`src/rtl/sc_pll_pkg.sv`:
```
package sc_pll_pkg;
    localparam int SAMP_W = 10;

    typedef logic signed [SAMP_W-1:0] samp_t;

    typedef struct packed {
        samp_t s;
        samp_t c;
    } trig_t;

    typedef struct packed {
        samp_t u;
        samp_t v;
    } uv_t;

    // Rounded sine code, half away from zero; evaluated at elaboration only.
    function automatic int sine_code(int idx, int depth, int amp);
        real x;
        x = $itor(amp) * $sin(2.0 * 3.14159265358979 * $itor(idx) / $itor(depth));
        if (x >= 0.0)
            return $rtoi(x + 0.5);
        return -$rtoi(0.5 - x);
    endfunction
endpackage

```
`src/rtl/sc_trig_lut.sv`:
```
module sc_trig_lut
    import sc_pll_pkg::*;
#(
    parameter int AW = 8
) (
    input  logic          clk,
    input  logic          rst,
    input  logic [AW-1:0] idx,
    input  logic          flip,
    output trig_t         trig
);
    localparam int DEPTH = 1 << AW;
    localparam int AMP   = (1 << (SAMP_W - 1)) - 1;
    localparam logic [AW-1:0] QTR  = AW'(DEPTH / 4);
    localparam logic [AW-1:0] HALF = AW'(DEPTH / 2);

    samp_t rom [DEPTH];

    for (genvar i = 0; i < DEPTH; i++) begin : g_rom
        localparam int CODE = sine_code(i, DEPTH, AMP);
        assign rom[i] = samp_t'(CODE);
    end

    logic [AW-1:0] cidx;
    always_comb cidx = idx + QTR + (flip ? HALF : '0);

    always_ff @(posedge clk) begin
        if (rst) begin
            trig <= '0;
        end else begin
            trig.s <= rom[idx];
            trig.c <= rom[cidx];
        end
    end
endmodule

```
`src/rtl/sc_demod_lpf.sv`:
```
module sc_demod_lpf
    import sc_pll_pkg::*;
#(
    parameter int TAPS = 4
) (
    input  logic  clk,
    input  logic  rst,
    input  samp_t chr,
    input  samp_t carrier,
    output samp_t filt
);
    localparam int PROD_W = 2 * SAMP_W;
    localparam int AVG_SH = $clog2(TAPS);
    localparam int SUM_W  = SAMP_W + AVG_SH;

    logic signed [PROD_W-1:0] prod;
    logic signed [SUM_W-1:0]  sum;
    samp_t                    mix_q;
    samp_t                    hist [TAPS-1];

    always_comb begin
        prod = chr * carrier;
        sum  = SUM_W'(mix_q);
        for (int k = 0; k < TAPS - 1; k++)
            sum += SUM_W'(hist[k]);
    end

    always_ff @(posedge clk) begin
        if (rst) begin
            mix_q <= '0;
            filt  <= '0;
            for (int k = 0; k < TAPS - 1; k++)
                hist[k] <= '0;
        end else begin
            mix_q   <= samp_t'(prod >>> (SAMP_W - 1));
            hist[0] <= mix_q;
            for (int k = 1; k < TAPS - 1; k++)
                hist[k] <= hist[k-1];
            filt <= samp_t'(sum >>> AVG_SH);
        end
    end
endmodule

```
`src/rtl/sc_loop_filter.sv`:
```
module sc_loop_filter
    import sc_pll_pkg::*;
#(
    parameter int PW = 24,
    parameter int EW = 20,
    parameter int KP = 4,
    parameter int KI = 8
) (
    input  logic          clk,
    input  logic          rst,
    input  logic          gate,
    input  logic          flip,
    input  samp_t         v_filt,
    input  logic [PW-1:0] nominal,
    input  logic [PW-2:0] limit,
    output logic [PW-1:0] inc
);
    logic                 gate_d;
    logic                 gate_end;
    logic signed [EW-1:0] err_acc;
    logic signed [PW-1:0] integ;
    logic signed [PW-1:0] pterm;
    logic signed [PW-1:0] iterm;
    logic signed [PW:0]   isum;
    logic signed [PW:0]   ilim;
    logic signed [PW:0]   inext;

    always_comb begin
        gate_end = gate_d & ~gate;
        pterm    = PW'(err_acc >>> KP);
        iterm    = PW'(err_acc >>> KI);
        isum     = (PW+1)'(integ) + (PW+1)'(iterm);
        ilim     = signed'({2'b00, limit});
        if (isum > ilim)
            inext = ilim;
        else if (isum < -ilim)
            inext = -ilim;
        else
            inext = isum;
    end

    always_ff @(posedge clk) begin
        if (rst) begin
            gate_d  <= 1'b0;
            err_acc <= '0;
            integ   <= '0;
            inc     <= nominal;
        end else begin
            gate_d <= gate;
            if (gate_end) begin
                integ   <= PW'(inext);
                inc     <= nominal + pterm + PW'(inext);
                err_acc <= '0;
            end else if (gate) begin
                err_acc <= flip ? err_acc - EW'(v_filt) : err_acc + EW'(v_filt);
            end
        end
    end
endmodule

```
`src/rtl/sc_burst_pll.sv`:
```
module sc_burst_pll
    import sc_pll_pkg::*;
#(
    parameter int PHASE_W  = 24,
    parameter int LUT_AW   = 8,
    parameter int ERR_W    = 20,
    parameter int KP_SH    = 4,
    parameter int KI_SH    = 8,
    parameter int AVG_TAPS = 4
) (
    input  logic                      clk,
    input  logic                      rst,
    input  logic [PHASE_W-1:0]        nominal_inc,
    input  logic [PHASE_W-2:0]        int_limit,
    input  logic signed [SAMP_W-1:0]  chroma_in,
    input  logic                      burst_gate,
    input  logic                      pal_mode,
    input  logic                      pal_line,
    output logic signed [SAMP_W-1:0]  sin_out,
    output logic signed [SAMP_W-1:0]  cos_out,
    output logic signed [SAMP_W-1:0]  u_out,
    output logic signed [SAMP_W-1:0]  v_out,
    output logic [PHASE_W-1:0]        freq_word
);
    logic [PHASE_W-1:0] phase;
    logic [PHASE_W-1:0] inc;
    logic               flip;
    samp_t              chr_q;
    trig_t              trig;
    uv_t                uv;

    assign flip = pal_mode & pal_line;

    always_ff @(posedge clk) begin
        if (rst) begin
            phase <= '0;
            chr_q <= '0;
        end else begin
            phase <= phase + inc;
            chr_q <= chroma_in;
        end
    end

    sc_trig_lut #(.AW(LUT_AW)) u_lut (
        .clk  (clk),
        .rst  (rst),
        .idx  (phase[PHASE_W-1 -: LUT_AW]),
        .flip (flip),
        .trig (trig)
    );

    sc_demod_lpf #(.TAPS(AVG_TAPS)) u_dem_u (
        .clk     (clk),
        .rst     (rst),
        .chr     (chr_q),
        .carrier (trig.s),
        .filt    (uv.u)
    );

    sc_demod_lpf #(.TAPS(AVG_TAPS)) u_dem_v (
        .clk     (clk),
        .rst     (rst),
        .chr     (chr_q),
        .carrier (trig.c),
        .filt    (uv.v)
    );

    sc_loop_filter #(
        .PW (PHASE_W),
        .EW (ERR_W),
        .KP (KP_SH),
        .KI (KI_SH)
    ) u_loop (
        .clk     (clk),
        .rst     (rst),
        .gate    (burst_gate),
        .flip    (flip),
        .v_filt  (uv.v),
        .nominal (nominal_inc),
        .limit   (int_limit),
        .inc     (inc)
    );

    assign sin_out   = trig.s;
    assign cos_out   = trig.c;
    assign u_out     = uv.u;
    assign v_out     = uv.v;
    assign freq_word = inc;
endmodule

```
`config.mk`:
```
export PLATFORM = sky130hd
export DESIGN_NAME = sc_burst_pll
export DESIGN_NICKNAME = d
export VERILOG_FILES = /design/src/rtl/sc_pll_pkg.sv /design/src/rtl/sc_trig_lut.sv /design/src/rtl/sc_demod_lpf.sv /design/src/rtl/sc_loop_filter.sv /design/src/rtl/sc_burst_pll.sv
export SDC_FILE = /design/constraint.sdc
export NUM_CORES = 1
export LEC_CHECK = 0
export BUFFER_PORTS_ARGS = -buffer_cell sky130_fd_sc_hd__buf_2
export CORE_MARGIN = 2
export CORE_UTILIZATION = 60
export DETAILED_ROUTE_END_ITERATION = 10
export GPL_TIMING_DRIVEN = 0
export PLACE_DENSITY = 0.84
export SLEW_MARGIN = 25
export SYNTH_ARGS = -nofsm -noshare
export SYNTH_HDL_FRONTEND = slang
export SYNTH_HIERARCHICAL = 1
export SYNTH_SLANG_ARGS = --single-unit
```
`constraint.sdc`:
```
create_clock -name clk -period 24.6 [get_ports clk]
set_clock_uncertainty 0.15 [all_clocks]
set_input_delay 1.23 -clock clk [delete_from_list [all_inputs] [get_ports clk]]
set_output_delay 1.23 -clock clk [all_outputs]
set_load 0.02 [all_outputs]
```
==> flow_metrics.py, run 1 <==
metrics = {
    "outcome": {
        "status": "complete, no violations",
    },
    "global_routing": {
        "grt_pass1_vias": 24000,
        "grt-ovfl-total": 0,
        "grt_max_degree": 27,
        "track_usage_pct": 35.8,
        "grt_first_pass_wirelength_um": 126000,
        "antenna_found_initial": 3,
    },
    "power_and_ir_drop": {
        "p_sw_share_pct": 52.6,
        "powerDensity_mw_per_mm2": 152,
        "vdd_ir_drop_max_v": 0.000122,
        "power.internal_uw": 2020,
        "pwr-share-comb_pct": 75.7,
        "switchingPower_uw": 2240,
        "finalPower_uw": 4250,
        "leakage_uw": 0.0132,
        "pwr-share-clk_pct": 9.8,
        "pwr-share-seq_pct": 14.6,
    },
    "placed_design": {
        "dp_hpwl_um": 61300,
        "dp_cells": 3666,
        "place_area_sq_mm": 0.0270,
        "routabilityCongestion": 1.03,
        "port_buffers": 122,
    },
    "critical_path": {
        "critPathMaxStageDelay_ns": 0.79,
        "slowest_stage": "nor3b_1",
        "worst_ep_arrival_time_ns": 10.55,
        "cp-end-kind": "flip-flop",
        "critPathLaunchType": "input pin",
        "path_max_fanout": 10,
        "crit_type": "input pin to flip-flop",
        "worstPathRequired_ns": 24.71,
    },
    "job": {
        "maxCapViolCount": 0,
    },
    "detailed_routing": {
        "ant_nets": 0,
        "first_iter_violations": 2409,
        "drc": 0,
        "met1Wirelength_um": 30700,
        "avgRoutedWirePerCell_um": 21.2,
        "wl_met2_um": 37900,
        "dr.pass1.iters": 8,
        "vias": 23100,
        "met3WireLength_um": 5920,
        "wl_um": 78700,
        "viasPerCell": 6.22,
        "top_layer": "met4",
    },
    "cts": {
        "cts.sinks": 223,
        "cts_resized": 0,
        "cts_root_buffer": "clkbuf_16",
        "ctsHoldBuffers": 0,
        "insertion_delay_ns": 0.58,
        "postCtsSetupBuffers": 0,
        "path_clk_slew_ns": 0.06,
        "htree_num_levels": 1,
        "cts_max_path_buffers": 3,
        "cts_buffers": 26,
        "tritoncts": "yes",
    },
    "logic_synthesis": {
        "synth_edf_count": 24,
        "synthArstFlopShare_pct": 0,
        "ys_warn_count": 6,
        "synth_area_sq_mm": 0.0257,
        "synthesis.nets": 3563,
        "ys_seq_area_share_pct": 18.3,
        "ys_ff_latch": 223,
        "synth_area_per_cell_sq_um": 8.56,
        "synth_top_flop_cell": "dfxtp_1",
        "syn_inst": 3004,
        "synth_cell_types": 106,
    },
    "finish": {
        "fin_area_sq_mm": 0.0279,
        "final_nets": 3714,
        "areaGrowthSynthToFinish_pct": 8.69,
        "drive_gt1_share_pct": 8.88,
        "final_cells": 3717,
    },
    "sta": {
        "hold_violations": 0,
        "timing.hold.ws_ns": 0.310,
        "slew_viol_final": 0,
        "rsz0062_at_grt": "false",
        "setup_viol": 0,
        "finalCritPeriodShare_pct": 42.4,
        "finalSetupTns_ns": 0,
        "max-slew-margin-rel_pct": 34.0,
        "max_freq_ghz": 0.0958,
        "min_period_ns": 10.44,
        "tightest_slew_ns": 0.980,
    },
    "floorplan": {
        "rows": 75,
        "floorplan.initialDensity_pct": 61.0,
        "dieHeight_um": 211,
        "die_w_um": 211,
        "ioPinCount": 126,
        "die_area_sq_mm": 0.0445,
        "core_area_sq_mm": 0.0421,
    },
    "min_path": {
        "hold_class": "flip-flop to flip-flop",
    },
}
-- routing by layer --
metal | global-route usage (%) | vias to the layer above
li1 | - | 10500
met5 | 0 | -
met4 | 18.9 | 0
met2 | 61.7 | 1113
met3 | 5.86 | 257
met1 | 43.1 | 11200
-- worst max-delay path, delay by kind of cell --
kind | cells | cell delay [ns]
AOI/OAI and AO/OA | 13 | 3.69
xor gates and xnor gates | 1 | 0.19
adders and majority gates | 4 | 1.40
buffers and inverters | 4 | 1.27
and+or+nand+nor | 10 | 2.74
-- path summary, 6_finish.rpt --
kind                 startpoint                to  slack, ns  depth (start not counted)
min reg2reg    u_loop/integ[23]  u_loop/integ[23]       0.31                          2
max                int_limit[1]    u_loop/inc[23]      14.16                         32
max reg2reg  u_loop/err_acc[19]    u_loop/inc[23]      14.41                         34
min            u_loop/integ[23]  u_loop/integ[23]       0.31                          2
-- cell usage after synthesis, types with 9 or more instances --
| cell | n | share of area, % |
|---|---|---|
| inv_1 | 327 | 4.8 |
| nand2_1 | 268 | 3.9 |
| ha_1 | 256 | 12 |
| fa_1 | 241 | 19 |
| nor2_1 | 201 | 2.9 |
| dfxtp_1 | 199 | 16 |
| a21oi_1 | 164 | 3.2 |
| o21ai_0 | 128 | 2.5 |
| nor2b_1 | 107 | 2.6 |
| xnor2_1 | 103 | 3.5 |
| and2_1 | 87 | 2.1 |
| clkbuf_1 | 86 | 1.3 |
| nor3_1 | 73 | 1.4 |
| a21o_1 | 56 | 1.6 |
| nand3_1 | 50 | 0.97 |
| nand2b_1 | 49 | 1.2 |
| xor2_1 | 38 | 1.3 |
| mux2i_1 | 33 | 1.3 |
| o21ai_1 | 32 | 0.62 |
| buf_2 | 31 | 0.60 |
| a211oi_1 | 29 | 0.85 |
| o21a_1 | 28 | 0.82 |
| edfxtp_1 | 24 | 2.8 |
| a31oi_1 | 22 | 0.54 |
| and3_1 | 21 | 0.51 |
| o211ai_1 | 20 | 0.58 |
| a22o_1 | 19 | 0.65 |
| nand4_1 | 19 | 0.46 |
| mux2_2 | 16 | 0.70 |
| o21bai_1 | 12 | 0.35 |
| o221ai_1 | 11 | 0.37 |
| nand3b_1 | 10 | 0.29 |
| or3_1 | 10 | 0.24 |
| nor4_1 | 9 | 0.22 |
| o22ai_1 | 9 | 0.22 |
-- metrics by stage --
step / setup WS (ns) / util (%)
after CTS: 14.50 / 66.3
after global placement: 14.33 / 64.0
after floorplan: 16.12 / -
after detailed placement: 13.97 / 64.1
final: 14.16 / 66.3
after global routing: 13.59 / 66.3
-- area by class of cell --
| class | count | area [sq um] |
|---|---|---|
| Sequential cell | 223 | 4710 |
| Buffer | 137 | 634 |
| Multi-Input combinational cell | 2312 | 19100 |
| Clock inverter | 15 | 211 |
| Clock buffer | 33 | 707 |
| Antenna cell | 3 | 7.51 |
| Inverter | 332 | 1250 |
| Timing Repair Buffer | 123 | 631 |
| Fill cell | 3320 | 14200 |
| Tap cell | 539 | 674 |
-- registers in the layout (all words and copies together), names as in the netlist --
signal,flops
u_dem_u/hist,30
u_dem_u/mix_q,10
chr_q,10
u_dem_v/hist,30
u_loop/inc,24
u_loop/gate_d,1
u_dem_u/filt,10
phase,24
u_lut/trig,20
u_dem_v/mix_q,10
u_dem_v/filt,10
u_loop/err_acc,20
u_loop/integ,24
-- cells in the final DEF, fill, tap and decap left out, types with 73 or more instances in the layout --
cell type,netlist,layout
and2_1,87,87
o21ai_0,128,128
clkbuf_1,86,89
inv_1,327,327
a21oi_1,164,164
fa_1,241,241
nand2_1,268,268
nor2_1,201,201
nor3_1,73,73
buf_2,31,153
nor2b_1,107,107
xnor2_1,103,103
dfxtp_1,199,198
ha_1,256,256
-- cells by family after synthesis --
| kind of cell | synth area share [%] |
|---|---|
| AOI/OAI and AO/OA | 17.2 |
| xor gates and xnor gates | 4.81 |
| adders and majority gates | 31.2 |
| buffers and inverters | 7.31 |
| DFF | 18.3 |
| muxes | 2.82 |
| and+or+nand+nor | 18.3 |
-- power by group through the flow --
stage          clock network [uW]  logic [uW]  registers (uW)
2_1_floorplan                   0        2290             634
3_3_place_gp                    0        3000             619
3_5_place_dp                    0        3100             622
4_1_cts                       419        3150             616
5_1_grt                       434        3550             628
6_report                      416        3220             619
Note: power is estimated with default switching activity, not from simulation.
==> inputs of run 2 (changes only) <==
Clock period 24.6 ns to 10.5 ns, I/O delays scaled along.
==> run 2 against run 1 <==
  * Count of clock-buffer cells in the layout is the same
  * Worst hold slack lost 0.29 ns
  * Non-clock buffer count grew 2
  * Combinational power up 130%
  * First-iteration DRC count rose by 2.1%
  * Critical path depth increased by 3
  * Highest routed layer unchanged
==> flow_metrics.py, run 2 (synthesis results as in run 1) <==
metrics = {
    "outcome": {
        "status": "complete, no violations",
    },
    "min_path": {
        "min_from": "chroma_in[9]",
        "hold_class": "input pin to flip-flop",
        "timing.hold.worst_endpoint": "chr_q[9]",
        "whs_path_depth": 2,
    },
    "sta": {
        "timing.hold.ws_ns": 0.0210,
        "hold_violations": 0,
        "setup_viol": 0,
        "max-slew-margin-rel_pct": 34.4,
        "finalCritPeriodShare_pct": 95.3,
        "tightest_slew_ns": 0.973,
        "finalSetupTns_ns": 0,
        "slew_viol_final": 0,
        "max_freq_ghz": 0.0999,
        "rsz0062_at_grt": "false",
        "min_period_ns": 10.01,
        "fin_ws_ns": 0.495,
    },
    "critical_path": {
        "slowest_stage": "fa_1",
        "worst_r2r_endpoint": "u_loop/inc[23]",
        "worst-path-buf-inv": 3,
        "critPathMaxStageDelay_ns": 0.56,
        "cp-end-kind": "flip-flop",
        "path_max_fanout": 10,
        "reg2regPathDepth": 35,
        "crit_top_cell": "o21ai_0",
        "crit_type": "flip-flop to flip-flop",
        "crit_family": "compound AO/OA/AOI/OAI gates",
        "worst_ep_arrival_time_ns": 10.12,
        "worstPathRequired_ns": 10.61,
        "critPathLaunchType": "flip-flop",
        "r2r_slack_ns": 0.49,
        "r2r_start": "u_loop/err_acc[9]",
    },
    "cts": {
        "cts_root_buffer": "clkbuf_16",
        "htree_num_levels": 1,
        "path_clk_slew_ns": 0.06,
        "insertion_delay_ns": 0.58,
        "tritoncts": "yes",
        "cts_max_path_buffers": 3,
        "cts_buffers": 26,
        "cts.sinks": 223,
    },
    "floorplan": {
        "ioPinCount": 126,
        "die_w_um": 211,
        "rows": 75,
        "core_area_sq_mm": 0.0421,
        "die_area_sq_mm": 0.0445,
        "dieHeight_um": 211,
        "floorplan.initialDensity_pct": 61.0,
    },
    "detailed_routing": {
        "first_iter_violations": 2460,
        "drc": 0,
        "vias": 23100,
        "wl_um": 78700,
        "ant_nets": 0,
        "avgRoutedWirePerCell_um": 21.2,
        "viasPerCell": 6.21,
        "dr.pass1.iters": 6,
    },
    "finish": {
        "most-common-layout-cells": "inv_1 (327), nand2_1 (268), ha_1 (256), fa_1 (241), nor2_1 (201)",
        "seq_area_sq_mm": 0.00471,
        "final_nets": 3716,
        "final_common_cell": "inv_1",
        "n_fill_cell": 3312,
        "reg.largest.list": "u_dem_u/hist x30, u_dem_v/hist x30",
        "drive_gt1_share_pct": 8.94,
        "fin_area_sq_mm": 0.0280,
        "post-route-util_pct": 66.4,
        "multiInputGateArea_sq_mm": 0.0191,
        "areaGrowthSynthToFinish_pct": 8.80,
    },
    "global_routing": {
        "grt_first_pass_wirelength_um": 126000,
        "grt-ovfl-total": 0,
        "track_usage_pct": 35.8,
        "antenna_found_initial": 3,
        "grt_max_degree": 27,
        "grt_pass1_vias": 24000,
    },
    "job": {
        "maxCapViolCount": 0,
    },
    "placed_design": {
        "place_worst_setup_slack_ns": 0.573,
        "routabilityCongestion": 1.03,
        "dp_hpwl_um": 61300,
        "place_area_sq_mm": 0.0270,
        "port_buffers": 122,
    },
    "power_and_ir_drop": {
        "vdd_ir_drop_max_v": 0.000287,
        "powerDensity_mw_per_mm2": 357,
        "leakage_uw": 0.0132,
    },
}
[run 2: how the worst max path moves through the flow]
stage | startpoint | to | slack, ns | depth (start not counted)
after floorplan | u_loop/err_acc[19] | u_loop/inc[23] | 2.02 | 33
after global placement | u_loop/err_acc[19] | u_loop/inc[23] | 0.53 | 33
after detailed placement | int_limit[0] | u_loop/inc[23] | 0.57 | 32
after CTS | u_loop/err_acc[19] | u_loop/inc[23] | 0.60 | 34
after global routing | u_loop/err_acc[9] | u_loop/inc[23] | 0.04 | 35
final | u_loop/err_acc[9] | u_loop/inc[23] | 0.49 | 35
[run 2: worst reg2reg max path: cells and delay by family, from the launching register on]
family | cells | cell delay [ns]
buf+inv | 3 | 0.41
xor+xnor | 1 | 0.16
fa+ha+maj | 4 | 1.61
flops | 1 | 0.49
compound gates | 17 | 3.95
simple gates | 10 | 2.94
[run 2: power breakdown]
part	total (uW)	leakage (uW)	switching [uW]	internal (uW)
clock	973	0.000435	394	579
sequential	1450	0.00188	279	1170
combinational	7550	0.0109	4570	2970
total	9970	0.0132	5250	4720
[run 2: routing by layer]
metal	vias up	GRT usage (%)	wire length (um)
met5	-	0	0
met4	0	18.9	4480
met3	261	5.86	6100
met2	1135	61.7	37700
met1	11200	43.2	30400
li1	10500	-	-
[run 2: per-stage QoR]
step / power (uW) / cells
after global placement: 8480 / 3665
after detailed placement: 8730 / 3666
after floorplan: 6860 / 3004
after CTS: 9810 / 3716
after global routing: 10800 / 3717
final: 9970 / 3719
[run 2: repair_timing]
item	CTS	global route
hold buffers	2	0
resized for setup	0	3
setup buffers	0	0
endpoints found under the hold margin	2	0
setup endpoints to repair	0	1
[run 2: final cells by class]
cell class | instances | area share (%)
tap | 539 | 2.41
sequential | 223 | 16.8
multi-input combinational | 2312 | 68.4
antenna | 3 | 0.0268
timing repair buffer | 125 | 2.33
buffer | 137 | 2.27
clock inverter | 15 | 0.756
inverter | 332 | 4.46
clock buffer | 33 | 2.53
